==> src/rtl/cmp_timer.sv <==
module cmp_timer (
  input  logic       clk,
  input  logic       rst_n,
  input  logic       tick_en,
  input  logic       wide_mode,
  input  logic       wr_en,
  input  logic [2:0] wr_addr,
  input  logic [7:0] wr_data,
  input  logic [2:0] rd_addr,
  output logic [7:0] rd_data,
  input  logic       ack_a,
  input  logic       ack_b,
  output logic       irq_a,
  output logic       irq_b,
  output logic       irq_ovf
);
  logic [15:0] cnt, cmp_a, cmp_b;
  logic [7:0]  hi_hold;
  logic [2:0]  flags, ien;
  logic        blk;

  wire wr_cnt = wr_en && (wr_addr == 3'd0);
  wire run    = tick_en && !wr_cnt;
  wire live   = run && !blk;
  wire at_max = wide_mode ? (cnt == 16'hFFFF) : (cnt[7:0] == 8'hFF);
  wire eq_a   = wide_mode ? (cnt == cmp_a) : (cnt[7:0] == cmp_a[7:0]);
  wire eq_b   = wide_mode ? (cnt == cmp_b) : (cnt[7:0] == cmp_b[7:0]);

  wire [2:0] set_v = {run && at_max, live && eq_b, live && eq_a};
  wire [2:0] clr_v = ((wr_en && wr_addr == 3'd6) ? wr_data[2:0] : 3'b000)
                   | {1'b0, ack_b, ack_a};

  logic [15:0] cnt_nxt;
  always_comb begin
    if (wr_cnt)          cnt_nxt = {hi_hold, wr_data};
    else if (!tick_en)   cnt_nxt = cnt;
    else if (at_max)     cnt_nxt = 16'h0000;
    else if (wide_mode)  cnt_nxt = cnt + 16'd1;
    else                 cnt_nxt = {8'h00, cnt[7:0] + 8'd1};
  end

  always_ff @(posedge clk) begin
    if (!rst_n) begin
      cnt     <= '0;
      cmp_a   <= '0;
      cmp_b   <= '0;
      hi_hold <= '0;
      flags   <= '0;
      ien     <= '0;
      blk     <= 1'b0;
    end else begin
      cnt   <= cnt_nxt;
      flags <= set_v | (flags & ~clr_v);
      if (wr_cnt)       blk <= 1'b1;
      else if (tick_en) blk <= 1'b0;
      if (wr_en) begin
        case (wr_addr)
          3'd1: hi_hold     <= wr_data;
          3'd2: cmp_a[7:0]  <= wr_data;
          3'd3: cmp_a[15:8] <= wr_data;
          3'd4: cmp_b[7:0]  <= wr_data;
          3'd5: cmp_b[15:8] <= wr_data;
          3'd7: ien         <= wr_data[2:0];
          default: ;
        endcase
      end
    end
  end

  always_comb begin
    case (rd_addr)
      3'd0: rd_data = cnt[7:0];
      3'd1: rd_data = cnt[15:8];
      3'd2: rd_data = cmp_a[7:0];
      3'd3: rd_data = cmp_a[15:8];
      3'd4: rd_data = cmp_b[7:0];
      3'd5: rd_data = cmp_b[15:8];
      3'd6: rd_data = {5'b0, flags};
      default: rd_data = {5'b0, ien};
    endcase
  end

  assign irq_a   = flags[0] & ien[0];
  assign irq_b   = flags[1] & ien[1];
  assign irq_ovf = flags[2] & ien[2];
endmodule

==> config.mk <==
export PLATFORM = sky130hd
export DESIGN_NAME = cmp_timer
export DESIGN_NICKNAME = d
export VERILOG_FILES = /design/src/rtl/cmp_timer.sv
export SDC_FILE = /design/constraint.sdc
export NUM_CORES = 1
export LEC_CHECK = 0
export ABC_AREA = 0
export CAP_MARGIN = 15
export CORE_MARGIN = 2
export CORE_UTILIZATION = 55
export CTS_CLUSTER_SIZE = 24
export DETAILED_ROUTE_END_ITERATION = 10
export DONT_BUFFER_PORTS = 1
export PLACE_DENSITY = 0.7
export SYNTH_ARGS = -nofsm -noshare
export SYNTH_HDL_FRONTEND = slang
export SYNTH_SLANG_ARGS = --single-unit
==> constraint.sdc <==
create_clock -name clk -period 1.6 [get_ports clk]
set_clock_uncertainty 0.05 [all_clocks]
set_input_delay 0.08 -clock clk [delete_from_list [all_inputs] [get_ports clk]]
set_output_delay 0.08 -clock clk [all_outputs]
set_load 0.01 [all_outputs]
# Word level (Yosys, flattened, before mapping)
# Cells that the tools add are included.
[totals]
ff_bits = 63
inputBits = 21
out_inout_bits = 11
elab_cells = 66
[classes]
add_sub_neg = 2
n_eq_ne = 19
n_mux = 11
bitwise = 7
reduce_logical = 18
[op_table]
columns = ["op", "count"]
rows = [
  ["16-bit 2-to-1 mux", 4],
  ["8-bit case mux with 7 select lines", 1],
  ["16-bit equality test", 2],
  ["3-bit equality test (second input constant)", 7],
  ["16-bit by 1-bit adder with 16-bit output (second input constant)", 1],
  ["16-bit equality test (second input constant)", 1],
  ["8-bit equality test", 2],
  ["3-bit by 2-bit equality test with 1-bit output (second input constant)", 4],
  ["2-bit AND reduction", 6],
  ["8-bit by 1-bit adder with 8-bit output (second input constant)", 1],
  ["8-bit equality test (second input constant)", 1],
  ["1-bit logical AND", 7],
  ["3-bit by 1-bit equality test with 1-bit output (second input constant)", 2],
  ["3-bit logical NOT", 2],
  ["1-bit 2-to-1 mux", 5],
  ["1-bit AND", 3],
  ["3-bit AND", 1],
  ["3-bit 2-to-1 mux", 1],
  ["3-bit NOT", 1],
  ["3-bit by 2-bit OR with 3-bit output", 1],
  ["3-bit OR", 1],
  ["1-bit logical NOT", 2],
  ["2-bit nonzero test", 1],
]

# Depth between registers and ports, before layout
# Gate-level depths: netlist (run 1).
[depth]
ltp_word = 7
mapped_depth = 7

# Worst setup path after synthesis (run 1)
# No wires, ideal clock.
[synth_path]
path_kind = "flip-flop to flip-flop"
start = "reg cnt[11]"
end = "reg cnt[0]"
setup_time_ps = 131
t_arrival_ps = 1301
required_time_ps = 1419
slack_ps = 118
stages_incl_launch_ff = 7
path_buffers = 1
period_less_slack_ps = 1482
path_cell_list = "dfxtp_1 > clkbuf_1 > and4_1 > nand3_2 > a21oi_2 > or3b_1 > a31oi_1"
[synth_via]
elab_chain_cells = 5
[synth_rtl]
columns = ["element", "line_no", "rtl"]
rows = [
  ["start, declared", "17", "logic [15:0] cnt, cmp_a, cmp_b;"],
  ["start signal, assigned", "52", "cnt <= cnt_nxt;"],
  ["16-bit equality test", "25", "wire at_max = wide_mode ? (cnt == 16'hFFFF) : (cnt[7:0] == 8'hFF);"],
  ["1-bit 2-to-1 mux", "25", ""],
  ["16-bit 2-to-1 mux", "37", "else if (at_max) cnt_nxt = 16'h0000;"],
  ["16-bit 2-to-1 mux", "36", "else if (!tick_en) cnt_nxt = cnt;"],
  ["16-bit 2-to-1 mux", "35", "if (wr_cnt) cnt_nxt = {hi_hold, wr_data};"],
]
# No other way between the ends. The select of a mux whose other input is x is not followed.
# A chain may end at the register's enable or synchronous reset.

# Final worst setup path (run 1)
[layout_path]
start = "reg cnt[2]"
end = "out rd_data[2]"
[layout_via]
elab_chain_cells = 1
[layout_rtl]
columns = ["element", "line_no", "rtl"]
rows = [
  ["8-bit case mux with 7 select lines", "71", "case (rd_addr)"],
  ["end, declared", "10", "output logic [7:0] rd_data,"],
]
# No other way between the ends.

==> results of run 1 <==
## worst paths after layout
| kind | slack (ns) | end | from | depth (start not counted) |
|---|---|---|---|---|
| worst max-delay path | -0.12 | rd_data[2] | cnt[2] | 3 |
| worst min-delay path | 0.007 | cnt[2] | tick_en | 3 |
| worst max register to register | -0.07 | cnt[7] | cnt[2] | 7 |
| worst min register to register | 0.43 | cmp_b[1] | cmp_b[1] | 2 |
## flip-flops by register name (all words and copies together), names as in the netlist
signal / cells
ien: 3
hi_hold: 8
cmp_a: 16
cmp_b: 16
flags: 3
cnt: 16
blk: 1
## area by class of cell
class,count,share of cell area [%]
tap,77,2.22
clock buffer,11,3.49
timing repair buffer,50,10.1
sequential,63,29.5
clock inverter,5,1.84
multi-input combinational,341,52.1
inverter,7,0.605
## logic make-up after synthesis
family | Yosys count | synth area share (%)
buffers and inverters | 47 | 6.30
muxes | 28 | 9.92
DFF | 63 | 34.5
xor gates and xnor gates | 46 | 11.0
adders and majority gates | 1 | 0.342
AOI/OAI and AO/OA | 87 | 13.5
and+or+nand+nor | 179 | 24.4
## cell usage in the layout (no fill, tap or decap), types with 13 or more instances in the layout
cell                            Yosys  routed
sky130_fd_sc_hd__nand2_1           84      82
sky130_fd_sc_hd__xor2_1            24      24
sky130_fd_sc_hd__a21oi_1           56      52
sky130_fd_sc_hd__dfxtp_1           63      52
sky130_fd_sc_hd__nand4_1           13      13
sky130_fd_sc_hd__mux2i_1           16      16
sky130_fd_sc_hd__xnor2_1           22      22
sky130_fd_sc_hd__dlygate4sd3_1      0      14
sky130_fd_sc_hd__nor2_1            29      28
sky130_fd_sc_hd__buf_4              6      28
## repair_timing
item                                    CTS  global route
hold buffers                             14             0
hold endpoints to repair                 62             0
resized for setup                        14            32
pin swaps                                 2            11
buffers inserted                          2            14
endpoints found under the setup margin    7            14
## routing by layer
layer	part of all wire (%)	routed length (um)	vias to the layer above	track usage, %
li1	-	-	1589	-
met1	41	4550	1599	40.6
met2	46	5180	167	48.7
met3	8.7	967	42	6.83
met4	4.1	455	0	13.4
met5	0	0	-	0
## per-stage QoR
stage	std cells	setup TNS (ns)	total power, mW	utilization, %	hold slack (ns)
3_5_place_dp	509	0	1.97	58.0	0.173
3_3_place_gp	509	0	1.96	58.0	0.167
6_report	554	-0.193	3.66	68.0	0.00668
4_1_cts	540	-0.104	3.61	64.6	0.00188
2_1_floorplan	451	0	1.93	-	0.166
5_1_grt	554	-0.396	3.77	68.0	0.0213
## critical path, cell delays in order, from the launching register on
cell and delay (ns):
sky130_fd_sc_hd__dfxtp_2 0.33, sky130_fd_sc_hd__buf_6 0.11, sky130_fd_sc_hd__mux2_4 0.26, sky130_fd_sc_hd__mux4_2 0.54
## power groups by stage
stage | Clock, mW | Sequential, mW | Combinational, mW
global placement | 0 | 1.67 | 0.284
detailed placement | 0 | 1.68 | 0.290
floorplan | 0 | 1.66 | 0.267
finish | 1.62 | 1.64 | 0.405
global route | 1.70 | 1.64 | 0.431
CTS | 1.61 | 1.64 | 0.363
==> parameters.txt, run 1 <==
Parameter                              Value

Synth
  Number of unique standard cell types used by synthesis ... 48
  Fraction of synthesized cell area taken by the top area cell type ... 34.5%
  Syn avg cell area ... 8.11 um^2
  FFs w/ async S/R, synth ... 0%
  Cell area after synthesis ... 0.00366 mm^2
  Count of flip-flops with a built-in enable after synthesis ... 0
  Register bit total from synthesis ... 63
  Synth Instances ... 451
  Most used standard cells in the synthesized netlist ... sky130_fd_sc_hd__nand2_1 (84), sky130_fd_sc_hd__dfxtp_1 (63), sky130_fd_sc_hd__a21oi_1 (56), sky130_fd_sc_hd__nor2_1 (29)
  Synth Net Count ... 473
  Yosys warnings ... 0
  Top-count cell post-synth ... sky130_fd_sc_hd__nand2_1
  Fraction of the yosys area taken by sequential cells ... 34.5%
  Cell types occupying the most area after synthesis ... sky130_fd_sc_hd__dfxtp_1 (34%), sky130_fd_sc_hd__nand2_1 (8.6%), sky130_fd_sc_hd__a21oi_1 (7.7%), sky130_fd_sc_hd__xor2_1 (5.7%), sky130_fd_sc_hd__xnor2_1 (5.3%)
  Area leader, netlist ... sky130_fd_sc_hd__dfxtp_1
  Most used DFF post-synth ... sky130_fd_sc_hd__dfxtp_1

Floorplan
  Die Width ... 85.5 um
  Die extent in y ... 85.5 um
  I/O pin total ... 32
  Die area ... 0.00732 mm^2
  Placeable core region ... 0.00639 mm^2
  Row cnt ... 29
  Initial core utilization ... 57.2%

Route
  Routed wirelength normalized by instance count ... 20.1 um
  Final routed DRC violation total ... 0
  Number of nets still failing antenna checks after routing ... 0
  Vias per Instance ... 6.13
  1st-pass router iterations ... 5
  Total wire length after detailed routing ... 11.2 mm
  Total number of vias ... 3397
  Number of DRC markers after the initial detailed-route iteration ... 271

Placement
  Gp weighted congestion ... 0.925
  Total half-perimeter wirelength after legalization and detailed placement ... 7.37 mm
  Port-buffer cells ... 0
  Worst setup slack before clock tree synthesis ... 0.0714 ns
  Instance area after placement ... 0.00371 mm^2

Timing
  Final Max Tran Viols ... 0
  Hold violation total from the final report ... 0
  Slew headroom ... 64.4%
  Post-route clock period utilization ... 108%
  Endpoints failing setup ... 3
  Setup slack of the critical path after layout ... -0.122 ns
  Worst Max-Slew Pin Slew ... 0.532 ns
  Tmin final ... 1.72 ns
  Max Clk Rate ... 581 MHz
  Setup repair after global routing missed its margin ... yes

CTS
  Sinks on the clock net ... 63
  Maximum clock path buffer count ... 2
  Clock-pin slew of the registers on the worst-case setup and hold paths ... 0.07 ns
  Cts bufs inserted ... 9
  Source-to-sink clock delay at the later pin of the worst-skew pair ... 0.35 ns
  Clk root buf ... sky130_fd_sc_hd__clkbuf_8
  Clock tree from TritonCTS ... built
  H-tree Lvls ... 3

Global route
  Pin count of the biggest net entering global routing ... 38
  Sum of overflow across all layers after global routing ... 0
  Total Routing Usage GR ... 30.8%
  Via count of the first global-routing pass ... 3150
  First-pass GRT wire length ... 17.0 mm
  Antenna violations before repair ... 0

Cells and area
  Post-synthesis to final-layout area growth ... 18.7%
  Final net count ... 494
  Sequential cell area ... 0.00128 mm^2
  Fill cells ... 502
  Proportion of layout cells with a drive suffix above 1 ... 21.2%
  Total area of multi-input combinational cells ... 0.00226 mm^2
  Antenna cell count ... 0
  Final instance area ... 0.00434 mm^2

Outcome
  Outcome ... finished with violations
  Violations in the final reports ... negative setup slack

Power and ir drop
  Clock power share ... 44.2%
  Leakage power figure ... 1.61 nW
  Power density over cell area ... 844 mW/mm^2
  Combinational power share ... 11.1%
  Design internal power ... 2.74 mW
  Net Sw Frac ... 25.2%
  VDD IR-drop max ... 0.656 mV
  Share of total power in sequential cells ... 44.8%
  Switching power ... 0.922 mW

Setup path
  Data arrival time of the critical path ... 1.59 ns
  CP max FO ... 2
  Worst EP required ... 1.47 ns
  Worst Path Class, Setup ... reg -> out
  Type of origin of the critical path ... flop
  Crit. End Element ... output port

Hold path
  Path category of the worst min-delay check ... in -> reg

Flow run
  Number of maximum-capacitance violations ... 0
Power figures use the tool's default switching activity.
==> inputs of run 2 (changes only) <==
==> constraint.sdc (replaced) <==
create_clock -name clk -period 1.6 [get_ports clk]
set_clock_uncertainty 0.05 [all_clocks]
set_input_delay 0.08 -clock clk [delete_from_list [all_inputs] [get_ports clk]]
set_output_delay 0.08 -clock clk [all_outputs]
set_load 0.005 [all_outputs]
==> run 2 against run 1 <==
The flow still finishes with violations (negative setup slack). Clock power down 14%. Via count down 1.8%. Non-clock buffer count down 11.
==> parameters.txt, run 2 (synthesized netlist as in run 1, its figures left out) <==
Parameter                              Value

Outcome
  Outcome ... finished with violations
  Violations in the final reports ... negative setup slack

Floorplan
  Die area ... 0.00732 mm^2
  Initial core utilization ... 57.2%
  Die Width ... 85.5 um
  I/O pin total ... 32
  Placeable core region ... 0.00639 mm^2
  Row cnt ... 29
  Die extent in y ... 85.5 um

CTS
  Clk root buf ... sky130_fd_sc_hd__clkbuf_8
  Sinks on the clock net ... 63
  Cts bufs inserted ... 9
  Source-to-sink clock delay at the later pin of the worst-skew pair ... 0.35 ns
  Maximum clock path buffer count ... 2
  H-tree Lvls ... 3
  Clock tree from TritonCTS ... built
  Clock-pin slew of the registers on the worst-case setup and hold paths ... 0.07 ns

Timing
  Setup slack of the critical path after layout ... -0.0756 ns
  Slew headroom ... 64.8%
  Endpoints failing setup ... 1
  Setup repair after global routing missed its margin ... yes
  Final hold slack ... 0.0117 ns
  Post-route clock period utilization ... 105%
  Tmin final ... 1.68 ns
  Worst Max-Slew Pin Slew ... 0.526 ns
  Final Max Tran Viols ... 0
  Max Clk Rate ... 597 MHz
  Hold violation total from the final report ... 0

Cells and area
  Commonest non-fill, non-tap cells in the layout ... sky130_fd_sc_hd__nand2_1 (84), sky130_fd_sc_hd__a21oi_1 (54), sky130_fd_sc_hd__dfxtp_1 (52), sky130_fd_sc_hd__nor2_1 (29), sky130_fd_sc_hd__xor2_1 (24)
  Final instance area ... 0.00417 mm^2
  Fill cells ... 564
  Antenna cell count ... 0
  Post-synthesis to final-layout area growth ... 14.0%
  Most frequent standard cell in the layout excluding fill and tap cells ... sky130_fd_sc_hd__nand2_1
  Final net count ... 483
  Proportion of layout cells with a drive suffix above 1 ... 17.8%
  Largest regs ... cmp_a x16, cmp_b x16, cnt x16

Setup path
  R2r startpoint ... cnt[5]
  Register-to-register path setup slack ... 0.08 ns
  Critical Path Max Stage Delay ... 0.51 ns
  Worst Path Buf+Inv ... 1
  Worst EP required ... 1.47 ns
  CP max FO ... 2
  Critical Path, Cell by Cell ... buf_6, mux2_2, mux4_2
  Type of origin of the critical path ... flop
  Worst Path Class, Setup ... reg -> out
  Data arrival time of the critical path ... 1.55 ns
  Crit. End Element ... output port
  Kind of cell adding the most delay to the critical path ... multiplexers
  Highest-delay cell along the critical path ... sky130_fd_sc_hd__mux4_2
  CP Launch Point ... cnt[2]

Route
  Number of DRC markers after the initial detailed-route iteration ... 282
  Total wire length after detailed routing ... 10.7 mm
  Routed wirelength normalized by instance count ... 19.6 um
  1st-pass router iterations ... 5
  Vias per Instance ... 6.14
  Final routed DRC violation total ... 0
  Number of nets still failing antenna checks after routing ... 0
  Total number of vias ... 3335

Global route
  Routing usage on met2 ... 46.0%
  Pin count of the biggest net entering global routing ... 61
  Most used routing layer ... met2
  Met3 routing resource usage after global routing ... 6.45%
  Antenna violations before repair ... 0
  Sum of overflow across all layers after global routing ... 0
  Via count of the first global-routing pass ... 3142
  First-pass GRT wire length ... 17.0 mm
  Total Routing Usage GR ... 30.8%
  Met1 track demand over resource ... 42.2%

Power and ir drop
  VDD IR-drop max ... 0.530 mV
  Net Sw Frac ... 26.2%
  Clock power share ... 41.1%
  Switching power ... 0.894 mW
  Power density over cell area ... 819 mW/mm^2
  Combinational power share ... 10.8%
  Leakage power figure ... 1.53 nW
  Share of total power in sequential cells ... 48.0%
  Design internal power ... 2.52 mW

Placement
  Port-buffer cells ... 0
  Total half-perimeter wirelength after legalization and detailed placement ... 7.37 mm
  Gp weighted congestion ... 0.971
  Instance area after placement ... 0.00370 mm^2

Flow run
  Number of maximum-capacitance violations ... 0

Hold path
  Start point of the worst hold path ... wr_addr[0]
  Path category of the worst min-delay check ... in -> reg
-- run 2: changes by cell type in the layout (fill, tap and decap cells not counted), sizes merged --
cell         before  now
dlygate4sd3      14   13
buf              36   26
clkbuf           11   10
clkinv            2    4
bufinv            2    1
-- run 2: tightest hold or removal path, stage by stage --
cell	delay, ns
sky130_fd_sc_hd__nor4b_4	0.04
sky130_fd_sc_hd__a21oi_1	0.15
sky130_fd_sc_hd__a21oi_1	0.08
-- run 2: path summary, 6_finish.rpt --
path | endpoint | depth (start not counted)
min | cnt[5] | 3
max | rd_data[2] | 3
max reg2reg | cnt[5] | 6
min reg2reg | cmp_b[1] | 2
-- run 2: metrics by stage --
step | power (mW) | cells | TNS (ns) | setup slack, ns | utilization, %
final | 3.41 | 543 | -0.0756 | -0.0756 | 65.2
after global routing | 3.52 | 543 | -0.130 | -0.108 | 65.2
after CTS | 3.41 | 538 | -0.0727 | -0.0727 | 63.7
after floorplan | 1.92 | 451 | 0 | 0.118 | -
after detailed placement | 1.97 | 507 | 0 | 0.0449 | 58.0
after global placement | 1.96 | 507 | 0 | 0.106 | 58.0
-- run 2: timing repair --
item,4_1_cts,5_1_grt
setup buffers,2,5
setup endpoints to repair,4,20
pin swaps,1,2
endpoints found under the hold margin,61,0
hold buffers,13,0
gates resized for setup,9,20
-- run 2: final cells by class --
class / count / area [um^2] / share of cell area (%)
clock inverters: 6 / 60.1 / 1.44
multi-input cells: 341 / 2210 / 52.9
inverters: 7 / 26.3 / 0.631
well taps: 77 / 96.3 / 2.31
repair buffers: 39 / 360 / 8.65
flip-flops and latches: 63 / 1280 / 30.7
clock buffers: 10 / 138 / 3.30
-- run 2: routing by layer --
metal / share of wire (%) / wire, um / vias to the layer above
met5: 0 / 0 / -
li1: - / - / 1566
met3: 7.1 / 761 / 40
met4: 4.3 / 462 / 0
met2: 45 / 4790 / 139
met1: 44 / 4650 / 1590
-- run 2: power by group through the flow --
stage | clock network, mW | logic [mW] | registers, mW
5_1_grt | 1.48 | 0.400 | 1.64
4_1_cts | 1.42 | 0.357 | 1.64
3_5_place_dp | 0 | 0.289 | 1.68
3_3_place_gp | 0 | 0.283 | 1.67
2_1_floorplan | 0 | 0.263 | 1.66
6_report | 1.40 | 0.369 | 1.64
